--- config.mk ---
export PLATFORM = sky130hd
export DESIGN_NAME = irq_aggregator
export DESIGN_NICKNAME = d
export VERILOG_FILES = /design/src/rtl/irq_agg_pkg.sv /design/src/rtl/irq_sync.sv /design/src/rtl/irq_mask_bank.sv /design/src/rtl/irq_out_stage.sv /design/src/rtl/irq_reg_read.sv /design/src/rtl/irq_aggregator.sv
export SDC_FILE = /design/constraint.sdc
export NUM_CORES = 1
export LEC_CHECK = 0
export BUFFER_PORTS_ARGS = -buffer_cell sky130_fd_sc_hd__buf_2
export CAP_MARGIN = 30
export CORE_MARGIN = 5
export CORE_UTILIZATION = 28
export CTS_CLUSTER_DIAMETER = 150
export DETAILED_ROUTE_END_ITERATION = 10
export GPL_TIMING_DRIVEN = 0
export PLACE_DENSITY_LB_ADDON = 0.05
export REMOVE_ABC_BUFFERS = 1
export SLEW_MARGIN = 15
export SYNTH_ARGS = -nofsm -noshare
export SYNTH_HDL_FRONTEND = slang
export SYNTH_HIERARCHICAL = 1
export SYNTH_SLANG_ARGS = --single-unit
export TNS_END_PERCENT = 100
--- constraint.sdc ---
create_clock -name clk -period 3.1 [get_ports clk]
set_clock_uncertainty 0.05 [all_clocks]
set_input_delay 0.31 -clock clk [delete_from_list [all_inputs] [get_ports clk]]
set_output_delay 0.31 -clock clk [all_outputs]
set_load 0.03 [all_outputs]
--- src/rtl/irq_agg_pkg.sv ---
`timescale 1ns/1ps
// Shared constants for the interrupt aggregator.
// Assumes the four targets are ordered by mask offset.
package irq_agg_pkg;
    localparam int unsigned NUM_TGT   = 4;
    localparam int unsigned TGT_INT0  = 0;
    localparam int unsigned TGT_INT1  = 1;
    localparam int unsigned TGT_MCHK0 = 2;
    localparam int unsigned TGT_MCHK1 = 3;
endpackage

--- src/rtl/irq_sync.sv ---
`timescale 1ns/1ps
// Two-flop synchronizer feeding the status word.
// Assumes each request is a slow level; unimplemented bits are tied to zero.
module irq_sync #(
    parameter int unsigned W         = 32,
    parameter logic [W-1:0] IMPL_MASK = '1
) (
    input  logic         clk,
    input  logic         rst_n,
    input  logic [W-1:0] raw_i,
    output logic [W-1:0] status_o
);
    logic [W-1:0] meta_q;
    logic [W-1:0] stat_q;

    // Two capture stages; reset clears both.
    always_ff @(posedge clk) begin
        if (!rst_n) begin
            meta_q <= '0;
            stat_q <= '0;
        end else begin
            meta_q <= raw_i & IMPL_MASK;
            stat_q <= meta_q;
        end
    end

    assign status_o = stat_q;

    assert_status_delay_R2: assert property (@(posedge clk) disable iff (!rst_n)
        ($past(rst_n) && $past(rst_n, 2)) |-> (status_o == ($past(raw_i, 2) & IMPL_MASK)));

    assert_resv_quiet_R3: assert property (@(posedge clk) disable iff (!rst_n)
        (status_o & ~IMPL_MASK) == '0);
endmodule

--- src/rtl/irq_mask_bank.sv ---
`timescale 1ns/1ps
// Bank of per-target enable masks, one word each at consecutive word offsets.
// Assumes word accesses only; the low two address bits are ignored.
module irq_mask_bank #(
    parameter int unsigned W         = 32,
    parameter int unsigned ADDR_W    = 5,
    parameter int unsigned NT        = 4,
    parameter int unsigned MASK_BASE = 16
) (
    input  logic                 clk,
    input  logic                 rst_n,
    input  logic                 wr_en_i,
    input  logic [ADDR_W-1:0]    addr_i,
    input  logic [W-1:0]         wdata_i,
    output logic [NT-1:0][W-1:0] mask_o
);
    localparam int unsigned WORD_W    = ADDR_W - 2;
    localparam int unsigned BASE_WORD = MASK_BASE / 4;

    logic [WORD_W-1:0] word_idx;
    logic [NT-1:0]     hit;

    assign word_idx = addr_i[ADDR_W-1:2];

    for (genvar t = 0; t < NT; t++) begin : g_mask
        localparam logic [WORD_W-1:0] MY_WORD = WORD_W'(BASE_WORD + t);
        logic [W-1:0] mask_q;

        assign hit[t] = wr_en_i && (word_idx == MY_WORD);

        // Load the mask on a matching write; clear on reset.
        always_ff @(posedge clk) begin
            if (!rst_n)      mask_q <= '0;
            else if (hit[t]) mask_q <= wdata_i;
        end

        assign mask_o[t] = mask_q;

        assert_mask_load_R4: assert property (@(posedge clk) disable iff (!rst_n)
            (wr_en_i && (addr_i[ADDR_W-1:2] == MY_WORD)) |=> (mask_o[t] == $past(wdata_i)));

        assert_mask_hold_R8: assert property (@(posedge clk) disable iff (!rst_n)
            !(wr_en_i && (addr_i[ADDR_W-1:2] == MY_WORD)) |=> $stable(mask_o[t]));

        assert_mask_reset_R1: assert property (@(posedge clk)
            !rst_n |=> (mask_o[t] == '0));
    end

    assert_one_target_R4: assert property (@(posedge clk) disable iff (!rst_n)
        $onehot0(hit));
endmodule

--- src/rtl/irq_out_stage.sv ---
`timescale 1ns/1ps
// Registered OR-reduction of (status AND mask) for each output line.
// Assumes levels only: nothing is latched, so a line follows its sources.
module irq_out_stage #(
    parameter int unsigned W  = 32,
    parameter int unsigned NT = 4
) (
    input  logic                 clk,
    input  logic                 rst_n,
    input  logic [W-1:0]         status_i,
    input  logic [NT-1:0][W-1:0] mask_i,
    output logic [NT-1:0]        line_o
);
    for (genvar t = 0; t < NT; t++) begin : g_line
        logic line_q;

        // One flop per line holds the gated OR.
        always_ff @(posedge clk) begin
            if (!rst_n) line_q <= 1'b0;
            else        line_q <= |(status_i & mask_i[t]);
        end

        assign line_o[t] = line_q;

        assert_line_follows_R5: assert property (@(posedge clk) disable iff (!rst_n)
            $past(rst_n) |-> (line_o[t] == (($past(status_i) & $past(mask_i[t])) != '0)));

        assert_line_drops_R7: assert property (@(posedge clk) disable iff (!rst_n)
            ((status_i & mask_i[t]) == '0) |=> !line_o[t]);
    end
endmodule

--- src/rtl/irq_reg_read.sv ---
`timescale 1ns/1ps
// Read-data register: the status word, a mask, or zero for unmapped offsets.
// Assumes the status word sits at word 0 and the masks start at MASK_BASE.
module irq_reg_read #(
    parameter int unsigned W         = 32,
    parameter int unsigned ADDR_W    = 5,
    parameter int unsigned NT        = 4,
    parameter int unsigned MASK_BASE = 16
) (
    input  logic                 clk,
    input  logic                 rst_n,
    input  logic                 rd_en_i,
    input  logic [ADDR_W-1:0]    addr_i,
    input  logic [W-1:0]         status_i,
    input  logic [NT-1:0][W-1:0] mask_i,
    output logic [W-1:0]         rdata_o
);
    localparam int unsigned WORD_W    = ADDR_W - 2;
    localparam int unsigned BASE_WORD = MASK_BASE / 4;

    logic [WORD_W-1:0] word_idx;
    logic [W-1:0]      sel_word;
    logic              mapped;
    logic [W-1:0]      rdata_q;

    assign word_idx = addr_i[ADDR_W-1:2];

    // Pick the addressed word; unmapped offsets give zero.
    always_comb begin
        sel_word = '0;
        mapped   = 1'b0;
        if (word_idx == '0) begin
            sel_word = status_i;
            mapped   = 1'b1;
        end
        for (int t = 0; t < int'(NT); t++) begin
            if (word_idx == WORD_W'(BASE_WORD + t)) begin
                sel_word = mask_i[t];
                mapped   = 1'b1;
            end
        end
    end

    // Capture on a read strobe; otherwise hold.
    always_ff @(posedge clk) begin
        if (!rst_n)       rdata_q <= '0;
        else if (rd_en_i) rdata_q <= sel_word;
    end

    assign rdata_o = rdata_q;

    assert_unmapped_zero_R8: assert property (@(posedge clk) disable iff (!rst_n)
        (rd_en_i && !mapped) |=> (rdata_o == '0));

    assert_rdata_hold_R9: assert property (@(posedge clk) disable iff (!rst_n)
        !rd_en_i |=> $stable(rdata_o));

    assert_status_read_R2: assert property (@(posedge clk) disable iff (!rst_n)
        (rd_en_i && (addr_i[ADDR_W-1:2] == '0)) |=> (rdata_o == $past(status_i)));
endmodule

--- src/rtl/irq_aggregator.sv ---
`timescale 1ns/1ps
// Top of the level interrupt aggregator: synchronizer, mask bank,
// output stage and read port. Assumes word-only bus accesses.
module irq_aggregator #(
    parameter int unsigned  IN_W      = 32,
    parameter int unsigned  ADDR_W    = 5,
    parameter int unsigned  MASK_BASE = 16,
    parameter logic [31:0]  IMPL_MASK = 32'h0001_FFBF
) (
    input  logic              clk,
    input  logic              rst_n,
    input  logic [IN_W-1:0]   irq_in,
    input  logic              bus_sel,
    input  logic              bus_wr,
    input  logic [ADDR_W-1:0] bus_addr,
    input  logic [IN_W-1:0]   bus_wdata,
    output logic [IN_W-1:0]   bus_rdata,
    output logic [1:0]        irq_core_o,
    output logic [1:0]        mchk_core_o
);
    import irq_agg_pkg::*;

    logic [IN_W-1:0]              status;
    logic [NUM_TGT-1:0][IN_W-1:0] masks;
    logic [NUM_TGT-1:0]           lines;
    logic                         wr_en;
    logic                         rd_en;

    assign wr_en = bus_sel &  bus_wr;
    assign rd_en = bus_sel & ~bus_wr;

    irq_sync #(.W(IN_W), .IMPL_MASK(IMPL_MASK[IN_W-1:0])) u_sync (
        .clk(clk), .rst_n(rst_n), .raw_i(irq_in), .status_o(status)
    );

    irq_mask_bank #(.W(IN_W), .ADDR_W(ADDR_W), .NT(NUM_TGT), .MASK_BASE(MASK_BASE)) u_masks (
        .clk(clk), .rst_n(rst_n), .wr_en_i(wr_en), .addr_i(bus_addr),
        .wdata_i(bus_wdata), .mask_o(masks)
    );

    irq_out_stage #(.W(IN_W), .NT(NUM_TGT)) u_out (
        .clk(clk), .rst_n(rst_n), .status_i(status), .mask_i(masks), .line_o(lines)
    );

    irq_reg_read #(.W(IN_W), .ADDR_W(ADDR_W), .NT(NUM_TGT), .MASK_BASE(MASK_BASE)) u_read (
        .clk(clk), .rst_n(rst_n), .rd_en_i(rd_en), .addr_i(bus_addr),
        .status_i(status), .mask_i(masks), .rdata_o(bus_rdata)
    );

    assign irq_core_o  = {lines[TGT_INT1],  lines[TGT_INT0]};
    assign mchk_core_o = {lines[TGT_MCHK1], lines[TGT_MCHK0]};

    assert_reset_quiet_R1: assert property (@(posedge clk)
        !rst_n |=> ((irq_core_o == 2'b00) && (mchk_core_o == 2'b00) && (bus_rdata == '0)));

    assert_shared_source_R6: assert property (@(posedge clk) disable iff (!rst_n)
        ((status & masks[TGT_INT0] & masks[TGT_MCHK1]) != '0) |=> (irq_core_o[0] && mchk_core_o[1]));
endmodule

==> impl_metrics.yaml <==
timing:
  drv_slew: 0
  hold_viol: 0
  fmax_mhz: 453
  min_period_ns: 2.21
  tightestPinTransition_ns: 0.760
  finalCritPeriodShare_pct: 71.2
  finalSetupViolCount: 0
  slew_headroom_pct: 49.2
  timing.final.ws_setup_ns: 0.894
  rsz0062_at_grt: "no"
  hold_slack_ns: 0.0299
clock_tree:
  cts_tree: "built"
  cts_htree_levels: 4
  post-cts-setup-buffers: 0
  cts-buffers-inserted: 17
  hold_buffers: 0
  clock-sinks: 196
  clkSlewWorstSetupHoldPaths_ns: 0.08
  clock_latency_ns: 0.44
  cts-root-buf: "clkbuf_16"
  cts_resized: 0
  cts_max_path_buffers: 2
critical_path:
  r2r_cells: 3
  rrSetupSlack_ns: 1.45
  crit_fanout: 37
  endpoint_kind: "register"
  crit_path_start_kind: "input port"
  cp.required_ns: 3.34
  r2r-start: "u_sync/status_o[15]$_SDFF_PN0_"
  critical_path_class: "in2reg"
  worstPathArrival_ns: 2.45
  reg2reg_to: "u_out/g_line[2].line_q$_SDFF_PN0_"
route:
  via_per_inst: 5.13
  routed_wl_um: 28100
  vias: 6973
  drt_iter0_drc: 400
  ant_nets: 0
  wl_per_cell_um: 20.6
  drc: 0
  firstDrtPassIters: 5
place:
  place_inst: 1328
  portBuffers: 90
  place_congestion: 0.713
  pre_cts_ws_ns: 0.390
  placed_area_um2: 9720
  hpwlAfterDp_um: 18300
pwr:
  switching_power_mw: 1.49
  power_density_nw_per_um2: 528
  pwr-share-comb_pct: 9.9
  power.total_mw: 5.43
  p_int_mw: 3.94
  p_sw_share_pct: 27.5
  seqPwrFrac_pct: 48.5
  clockPowerShare_pct: 41.5
  power_leakage_nw: 4.40
  vdd_ir_drop_max_uv: 383
yosys:
  synth_area_um2: 8960
  synth.top_cell.area_share_pct: 43.8
  synth_edf_count: 0
  synth.distinct_cells: 32
  syn-instance-count: 904
  ys_top_cells_by_count: "dfxtp_1 (196), nand2_1 (162), mux2i_1 (158), a22oi_1 (63), clkbuf_1 (34)"
  synth_top_area_cell: "dfxtp_1"
  post-synth-top-count-cell: "dfxtp_1"
  yosysWarnings: 6
  synth-seq-cells: 196
  avgSynthCellArea_um2: 9.91
  yosys_most_used_dff: "dfxtp_1"
  ys_async_sr_fraction_pct: 0
  synth-seq-area-share_pct: 43.8
  yosys-top-cells-area: "dfxtp_1 (44%), mux2i_1 (18%), nand2_1 (6.8%)"
worst_hold_path:
  worstHoldEndpoint: "u_sync/meta_q[11]$_SDFF_PN0_"
  min_delay_path_depth: 2
  hp-start: "irq_in[11]"
  min_path_type: "in2reg"
global_routing:
  grt_max_degree: 103
  grt_usage_pct: 15.4
  grt_pass1_vias: 6919
  grt_pass1_wl_um: 42900
  busiest_layer: "met2"
  met2_usage_pct: 24.7
  use_met3_pct: 2.75
  antenna_found_initial: 0
  grt-ovfl-total: 0
  use_met1_pct: 21.9
floorplan:
  die_x_um: 189
  dieHeight_um: 189
  die_area_um2: 35700
  start_util_pct: 28.4
  core_um2: 31600
  pin_count: 109
  rows: 65
cells_and_area:
  area_delta_synth_final_pct: 14.9
  num_antenna_cells: 0
  finalNonFillerCells: 1360
  drive_above_1_share_pct: 18.5
  fin_nets: 1018
  stdcell_area_um2: 10300
status:
  status: "finished clean"
run:
  maxCapViolations: 0
==> layer usage <==
| metal | part of all wire, % | vias up |
|---|---|---|
| li1 | - | 3393 |
| met1 | 50 | 3439 |
| met2 | 46 | 127 |
| met3 | 3.4 | 14 |
| met4 | 0.87 | 0 |
| met5 | 0 | - |
==> final cells by class <==
cell class,instances,area [um^2]
fillers,3321,21300
flip-flops and latches,196,3920
clock buffers,19,443
well taps,402,503
inverters,1,3.75
multi-input cells,625,4530
clock inverters,13,134
repair buffers,104,763
==> worst max-delay path, stage by stage <==
cell,delay (ns)
buf_2,0.10
and2b_4,0.51
buf_12,0.27
nand4_1,0.63
buf_8,0.40
o221ai_1,0.15
a31oi_1,0.06
==> power by group through the flow <==
stage / registers (mW) / clock network (mW) / logic, mW
6_report: 2.64 / 2.26 / 0.540
2_1_floorplan: 2.74 / 0 / 0.209
3_3_place_gp: 2.70 / 0 / 0.520
4_1_cts: 2.64 / 2.34 / 0.545
3_5_place_dp: 2.70 / 0 / 0.544
5_1_grt: 2.65 / 2.43 / 0.588
==> flip-flops by register name, summed over array words and instances (netlist names) <==
signal                 cells
u_masks/g_mask.mask_q    128
u_sync/meta_q             16
u_read/rdata_o            32
u_sync/status_o           16
u_out/g_line.line_q        4
==> per-stage QoR <==
stage          setup TNS (ns)  utilization (%)
6_report                    0             32.6
5_1_grt                     0             32.6
4_1_cts                     0             32.6
3_5_place_dp                0             30.8
3_3_place_gp          -326.18             29.7
2_1_floorplan               0                -
==> cells in the final DEF, fill, tap and decap left out, drive strengths merged, types with 3 or more instances in the layout <==
cell type,synthesis,routed
clkbuf,37,19
a211o,30,30
and2,33,33
a31oi,30,30
a21boi,30,30
a211oi,4,4
o211ai,30,30
inv,1,9
mux2i,158,158
clkinvlp,0,3
nand4,18,18
conb,1,16
o41a,4,4
a22oi,64,64
o221ai,30,30
nand2,162,162
buf,60,104
dfxtp,196,196
==> cell families (layout without fill, tap and decap cells) <==
kind of cell / Yosys count / count (layout) / share of synthesized area [%]
simple gates: 225 / 225 / 12.3
compound gates: 226 / 226 / 19.6
other cells: 1 / 16 / 0.0419
buf+inv: 98 / 137 / 6.65
flops: 196 / 196 / 43.8
mux: 158 / 158 / 17.7
==> worst max-delay path by stage <==
stage,depth (start not counted),startpoint,slack [ns],to
2_1_floorplan,4,bus_wr,0.62,u_read/rdata_o[10]$_SDFFE_PN0P_
3_3_place_gp,4,bus_addr[4],-2.40,u_read/rdata_o[29]$_SDFFE_PN0P_
3_5_place_dp,7,bus_wr,0.39,u_read/rdata_o[16]$_SDFFE_PN0P_
4_1_cts,7,bus_wr,0.85,u_read/rdata_o[16]$_SDFFE_PN0P_
5_1_grt,7,bus_wr,0.77,u_read/rdata_o[16]$_SDFFE_PN0P_
6_report,7,bus_wr,0.89,u_read/rdata_o[16]$_SDFFE_PN0P_
No activity file was read; power rests on OpenSTA's default activity.
